--- src/rtl/spi_host_pkg.sv ---
package spi_host_pkg;

  localparam int CTL_W  = 7;
  localparam int RATE_W = 2;
  localparam int N_SEL  = 3;

  typedef enum logic [1:0] {
    TGT_TOUCH = 2'd0,
    TGT_FLASH = 2'd1,
    TGT_POWER = 2'd2,
    TGT_NONE  = 2'd3
  } tgt_e;

  typedef struct packed {
    logic              enable;
    logic              irq_en;
    logic              hold;
    tgt_e              tgt;
    logic [RATE_W-1:0] rate;
  } ctl_t;

endpackage

--- src/rtl/spi_ctl_reg.sv ---
module spi_ctl_reg
  import spi_host_pkg::*;
(
  input  logic             clk,
  input  logic             rst,
  input  logic             we,
  input  logic [CTL_W-1:0] wdata,
  output ctl_t             ctl_q,
  output logic [N_SEL-1:0] sel_q,
  output logic             cmd_rst_q
);

  ctl_t wr;
  assign wr = ctl_t'(wdata);

  always_ff @(posedge clk) begin
    if (rst) begin
      ctl_q     <= '0;
      cmd_rst_q <= 1'b0;
    end else begin
      cmd_rst_q <= we && !ctl_q.hold;
      if (we) ctl_q <= wr;
    end
  end

  for (genvar i = 0; i < N_SEL; i++) begin : g_sel
    always_ff @(posedge clk) begin
      if (rst)     sel_q[i] <= 1'b0;
      else if (we) sel_q[i] <= (wr.tgt == tgt_e'(i));
    end
  end

endmodule

--- src/rtl/spi_rate_timer.sv ---
module spi_rate_timer
  import spi_host_pkg::*;
#(
  parameter int CYC_SHIFT = 2
) (
  input  logic              clk,
  input  logic              rst,
  input  logic              start,
  input  logic [RATE_W-1:0] rate,
  output logic              busy_q,
  output logic              strobe_q
);

  localparam int MAX_EXP = (1 << RATE_W) - 1 + CYC_SHIFT;
  localparam int CNT_W   = (MAX_EXP < 1) ? 1 : MAX_EXP;

  logic [CNT_W-1:0] cnt_q;
  logic [CNT_W-1:0] ones;
  logic [CNT_W-1:0] full_m1;
  logic [RATE_W-1:0] drop;

  assign ones    = '1;
  assign drop    = RATE_W'((1 << RATE_W) - 1) - rate;
  assign full_m1 = (MAX_EXP < 1) ? '0 : (ones >> drop);

  always_ff @(posedge clk) begin
    if (rst) begin
      cnt_q    <= '0;
      busy_q   <= 1'b0;
      strobe_q <= 1'b0;
    end else if (start) begin
      cnt_q    <= full_m1;
      busy_q   <= 1'b1;
      strobe_q <= (full_m1 == '0);
    end else if (strobe_q) begin
      busy_q   <= 1'b0;
      strobe_q <= 1'b0;
    end else if (busy_q) begin
      cnt_q    <= cnt_q - 1'b1;
      strobe_q <= (cnt_q == CNT_W'(1));
    end
  end

endmodule

--- src/rtl/spi_data_reg.sv ---
module spi_data_reg
  import spi_host_pkg::*;
#(
  parameter int DATA_W = 8
) (
  input  logic              clk,
  input  logic              rst,
  input  logic              start,
  input  logic [DATA_W-1:0] wdata,
  input  logic              done,
  input  tgt_e              tgt,
  input  logic              irq_en,
  input  logic [DATA_W-1:0] rx_touch,
  input  logic [DATA_W-1:0] rx_flash,
  output logic [DATA_W-1:0] data_q,
  output logic              irq_q
);

  logic [DATA_W-1:0] reply;

  always_comb begin
    unique case (tgt)
      TGT_TOUCH: reply = rx_touch;
      TGT_FLASH: reply = rx_flash;
      default:   reply = '0;
    endcase
  end

  always_ff @(posedge clk) begin
    if (rst) begin
      data_q <= '0;
      irq_q  <= 1'b0;
    end else begin
      irq_q <= done && !start && irq_en;
      if (start)     data_q <= wdata;
      else if (done) data_q <= reply;
    end
  end

endmodule

--- src/rtl/spi_rate_host.sv ---
module spi_rate_host
  import spi_host_pkg::*;
#(
  parameter int DATA_W    = 8,
  parameter int CYC_SHIFT = 2
) (
  input  logic              clk,
  input  logic              rst,
  input  logic              ctl_we,
  input  logic [6:0]        ctl_wdata,
  input  logic              dat_we,
  input  logic [DATA_W-1:0] dat_wdata,
  output logic [7:0]        ctl_rdata,
  output logic [DATA_W-1:0] dat_rdata,
  output logic              irq,
  output logic              xfer_strobe,
  output logic [2:0]        xfer_sel,
  output logic [DATA_W-1:0] xfer_tx,
  input  logic [DATA_W-1:0] xfer_rx_touch,
  input  logic [DATA_W-1:0] xfer_rx_flash,
  output logic              cmd_rst
);

  ctl_t ctl_q;
  logic busy;
  logic start;

  assign start = dat_we && ctl_q.enable;

  spi_ctl_reg u_ctl (
    .clk       (clk),
    .rst       (rst),
    .we        (ctl_we),
    .wdata     (ctl_wdata),
    .ctl_q     (ctl_q),
    .sel_q     (xfer_sel),
    .cmd_rst_q (cmd_rst)
  );

  spi_rate_timer #(.CYC_SHIFT(CYC_SHIFT)) u_tmr (
    .clk      (clk),
    .rst      (rst),
    .start    (start),
    .rate     (ctl_q.rate),
    .busy_q   (busy),
    .strobe_q (xfer_strobe)
  );

  spi_data_reg #(.DATA_W(DATA_W)) u_dat (
    .clk      (clk),
    .rst      (rst),
    .start    (start),
    .wdata    (dat_wdata),
    .done     (xfer_strobe),
    .tgt      (ctl_q.tgt),
    .irq_en   (ctl_q.irq_en),
    .rx_touch (xfer_rx_touch),
    .rx_flash (xfer_rx_flash),
    .data_q   (dat_rdata),
    .irq_q    (irq)
  );

  assign ctl_rdata = {busy, ctl_q};
  assign xfer_tx   = dat_rdata;

endmodule

--- config.mk ---
export PLATFORM = sky130hd
export DESIGN_NAME = spi_rate_host
export DESIGN_NICKNAME = d
export VERILOG_FILES = /design/src/rtl/spi_host_pkg.sv /design/src/rtl/spi_ctl_reg.sv /design/src/rtl/spi_rate_timer.sv /design/src/rtl/spi_data_reg.sv /design/src/rtl/spi_rate_host.sv
export SDC_FILE = /design/constraint.sdc
export NUM_CORES = 1
export LEC_CHECK = 0
export BUFFER_PORTS_ARGS = -buffer_cell sky130_fd_sc_hd__buf_4
export CORE_MARGIN = 5
export CORE_UTILIZATION = 29
export CTS_BUF_LIST = sky130_fd_sc_hd__clkbuf_16
export CTS_CLUSTER_SIZE = 12
export DETAILED_ROUTE_END_ITERATION = 10
export MAX_ROUTING_LAYER = met4
export SKIP_CTS_REPAIR_TIMING = 1
export SLEW_MARGIN = 10
export SYNTH_ARGS = -nofsm -noshare
export SYNTH_HDL_FRONTEND = slang
export SYNTH_SLANG_ARGS = --single-unit
--- constraint.sdc ---
create_clock -name clk -period 2.3 [get_ports clk]
set_input_delay 0.23 -clock clk [delete_from_list [all_inputs] [get_ports clk]]
set_output_delay 0.23 -clock clk [all_outputs]
set_load 0.02 [all_outputs]
==> results.rst <==
.. list-table::
   :header-rows: 1

   * - Metric
     - Value
   * - Run status
     - finished, final reports clean
   * - Total routing resource utilization after global routing
     - 11.6%
   * - Maximum number of pins on one net before global-route repair
     - 27
   * - Clock period minus worst slack
     - 1440 ps
   * - Worst min-delay path category
     - in2reg
   * - Total negative slack
     - 0 ps
   * - Hold Fails Final Rpt
     - 0
   * - TritonCTS clock tree
     - done
   * - Achievable frequency
     - 0.694 GHz
   * - Total number of vias
     - 1109
   * - Final setup skew
     - 5.19 ps
   * - Drt wl/cell
     - 14.1 microns
   * - Average footprint of a synthesized cell
     - around 9.5 sq um
   * - Initial antenna violation count
     - 0
   * - Max incr delay on CP
     - 530 ps
   * - Worst-path cell with the longest stage delay
     - nor2b_1
   * - Maximum net fanout on the critical path
     - 8
   * - Library cell used as clock root buffer
     - clkbuf_16
   * - Kind of capture point of the worst setup path
     - flip-flop
   * - Cell variety after synth
     - 31
   * - Number of global-route vias before repair
     - roughly 1.0k
   * - Placeable core region
     - 4290 sq um
   * - Clock Pin Slew Worst Setup and Hold Paths
     - 70 ps
   * - Total iterations of the first detailed-routing run
     - 4
   * - Final count of negative-setup-slack endpoints
     - 0
   * - Synth warnings
     - 0
   * - Unrepaired setup endpoints after global routing
     - no
   * - Fraction of final layout cells with drive strength greater than 1
     - between 40 and 50%
   * - Clock sink count
     - 27
   * - Filler Cells Inserted
     - 442
   * - Data arrival time of the critical path
     - approximately 1600 ps
   * - Area grow syn2layout
     - 41.2%
   * - Area of the die
     - 5750 sq um
   * - Cell leakage power
     - 0.000798 uW
   * - Final Wtd Congestion
     - 0.799
   * - Critical Path Source Type
     - flip-flop
   * - Placement Cell Area
     - 1700 sq um
   * - Syn_nets
     - 169
   * - Register area share after synthesis
     - 43.0%
   * - Number of DRC markers in iteration 0
     - 65
   * - Critical path buffer and inverter count
     - 0
   * - Post-synthesis cell area
     - ~1300 sq um
   * - Largest vdd supply drop
     - 0.000273 V
   * - Congestion Overflow GR
     - 0
   * - Insertion delay of the later-clocked pin in the worst-skew pair
     - 260 ps
   * - Half-perimeter wire length after placement
     - roughly 2.5 mm
   * - Number of placement rows
     - 24
   * - Die W
     - 75.9 microns
   * - Startpoint of the most critical register-to-register path
     - u_tmr.strobe_q
   * - Die outline height
     - around 76 microns
   * - Final design area excluding fillers
     - around 1800 sq um
   * - Start point of the critical path
     - u_tmr.strobe_q
   * - Cell family with most CP delay
     - simple AND/OR/NAND/NOR gates
   * - Actual slew at the worst max-slew pin
     - 607 ps
   * - Final antenna-violating net count
     - 0
   * - Number of pins with negative max-slew slack in the final report
     - 0
   * - Cell depth of the worst min-delay path
     - 3
   * - Critical setup path kind
     - reg2reg
   * - Wire length of the first global-routing pass
     - between 4 and 5 mm
   * - Cell area power density
     - 629 nW/um^2
   * - Number of violations of the max-capacitance limit
     - 0
   * - CTS max path bufs
     - 2
   * - Hold path start
     - ctl_wdata[1]
   * - Number of top-level pins
     - 65
   * - Synthesized instance count
     - approximately 130
   * - Number of nets in the final layout
     - 220
   * - Path length in cells of the critical path
     - 3
   * - Number of storage elements in the synthesis netlist
     - 27
   * - Count of port buffers added during placement
     - 64
   * - Initial Utilization
     - 29.3%
   * - Cts bufs inserted
     - 3
   * - Length in cells of the worst reg-to-reg path
     - 3
   * - Antenna Diode Count
     - 0
   * - CP required
     - 2480 ps
   * - Overall routed net length
     - between 3 and 4 mm
   * - Fin crit share
     - between 60% and 70%
   * - Worst relative slew slack
     - 59.4%
   * - Remaining design rule violation count
     - 0
   * - Cells along the critical path
     - nor2b_1, a221oi_1, nor3_1
   * - Vias/cell
     - roughly 4.7
   * - Count of H-tree levels built during CTS
     - 1
-- sequential cells by signal, indices dropped and copies added (netlist names) --
signal and cells:
u_dat.data_q 8, u_ctl.ctl_q 7, u_tmr.cnt_q 5, u_ctl.sel_q 3, u_ctl.cmd_rst_q 1, u_dat.irq_q 1, u_tmr.busy_q 1, u_tmr.strobe_q 1
-- layout by cell type, fill, tap and decap left out, types with 2 or more instances in the layout --
cell type,netlist,layout
buf_4,10,64
dfxtp_1,27,27
nor2_1,19,19
mux2_2,9,9
nor3_1,9,9
mux2i_1,8,8
a221oi_1,8,8
a21oi_1,6,6
inv_1,3,3
nand3b_1,3,3
clkbuf_16,0,3
a211oi_1,2,2
nand2b_1,2,2
ha_1,2,2
-- worst min-delay path: stages --
cell     delay [ps]
buf_4            80
mux2i_1          50
nor2_1           70
-- synth_stat cells --
cell,n,area [sq um]
mux2i_1,8,80.1
a211oi_1,2,15.0
and2_1,1,6.26
nor2_1,19,71.3
ha_1,2,25.0
and4b_1,1,10.0
and4_1,1,8.76
nor2b_1,1,6.26
mux2_2,9,101
buf_4,10,75.1
dfxtp_1,27,541
nand3b_1,3,22.5
buf_2,2,10.0
or2_1,1,6.26
nor3b_1,1,7.51
nor4_1,1,6.26
nand2b_1,2,12.5
clkbuf_1,6,22.5
nor4b_1,1,8.76
nor3_1,9,45.0
and3_1,1,6.26
nand2b_4,1,13.8
inv_1,3,11.3
or4_1,1,7.51
nand2_1,1,3.75
a21oi_1,6,30.0
xnor2_1,1,8.76
a311oi_1,1,8.76
xor2_1,1,8.76
o31ai_1,1,7.51
a221oi_1,8,70.1
-- logic make-up after synthesis --
family / synth area share [%]
and+or+nand+nor: 19.3
DFF: 43.0
buffers and inverters: 9.45
AOI/OAI and AO/OA: 10.4
muxes: 14.4
xor gates and xnor gates: 1.39
adders and majority gates: 1.99
-- report_power, final --
part | switching [uW] | internal [uW]
Sequential | 22.6 | 494
Clock | 160 | 234
Combinational | 94.2 | 112
-- area by class of cell --
cell class                 instances  area (sq um)  area share [%]
sequential                        27           541            30.4
clock inverter                     1          5.00           0.282
multi-input combinational         84           598            33.7
clock buffer                       3          75.1            4.23
tap                               52          65.1            3.66
timing repair buffer              64           480            27.1
inverter                           3          11.3           0.634
-- path summary, 6_finish.rpt --
path	slack, ps	end
setup / recovery	860	u_dat.data_q[5]
hold reg to reg	460	u_ctl.cmd_rst_q
hold / removal	200	u_ctl.ctl_q[1]
setup reg to reg	860	u_dat.data_q[5]
-- metrics by stage --
stage               hold slack, ps  utilization, %  worst slack, ps  total power (uW)  instances
floorplan                      377               -              861               647        132
global placement               443            39.5              883               734        230
detailed placement             447            39.5              877               736        230
CTS                            201            41.3              860              1140        234
global route                   229            41.3              699              1170        234
finish                         201            41.3              860              1120        234
-- metal layers --
metal	track usage (%)	up-vias	share of wire, %	wire (microns)
li1	-	560	-	-
met1	12.7	509	42	1400
met2	20.0	38	47	1560
met3	2.37	2	9.1	302
met4	5.24	0	1.2	41
met5	-	-	0	0
(Power assumes the default switching activity.)
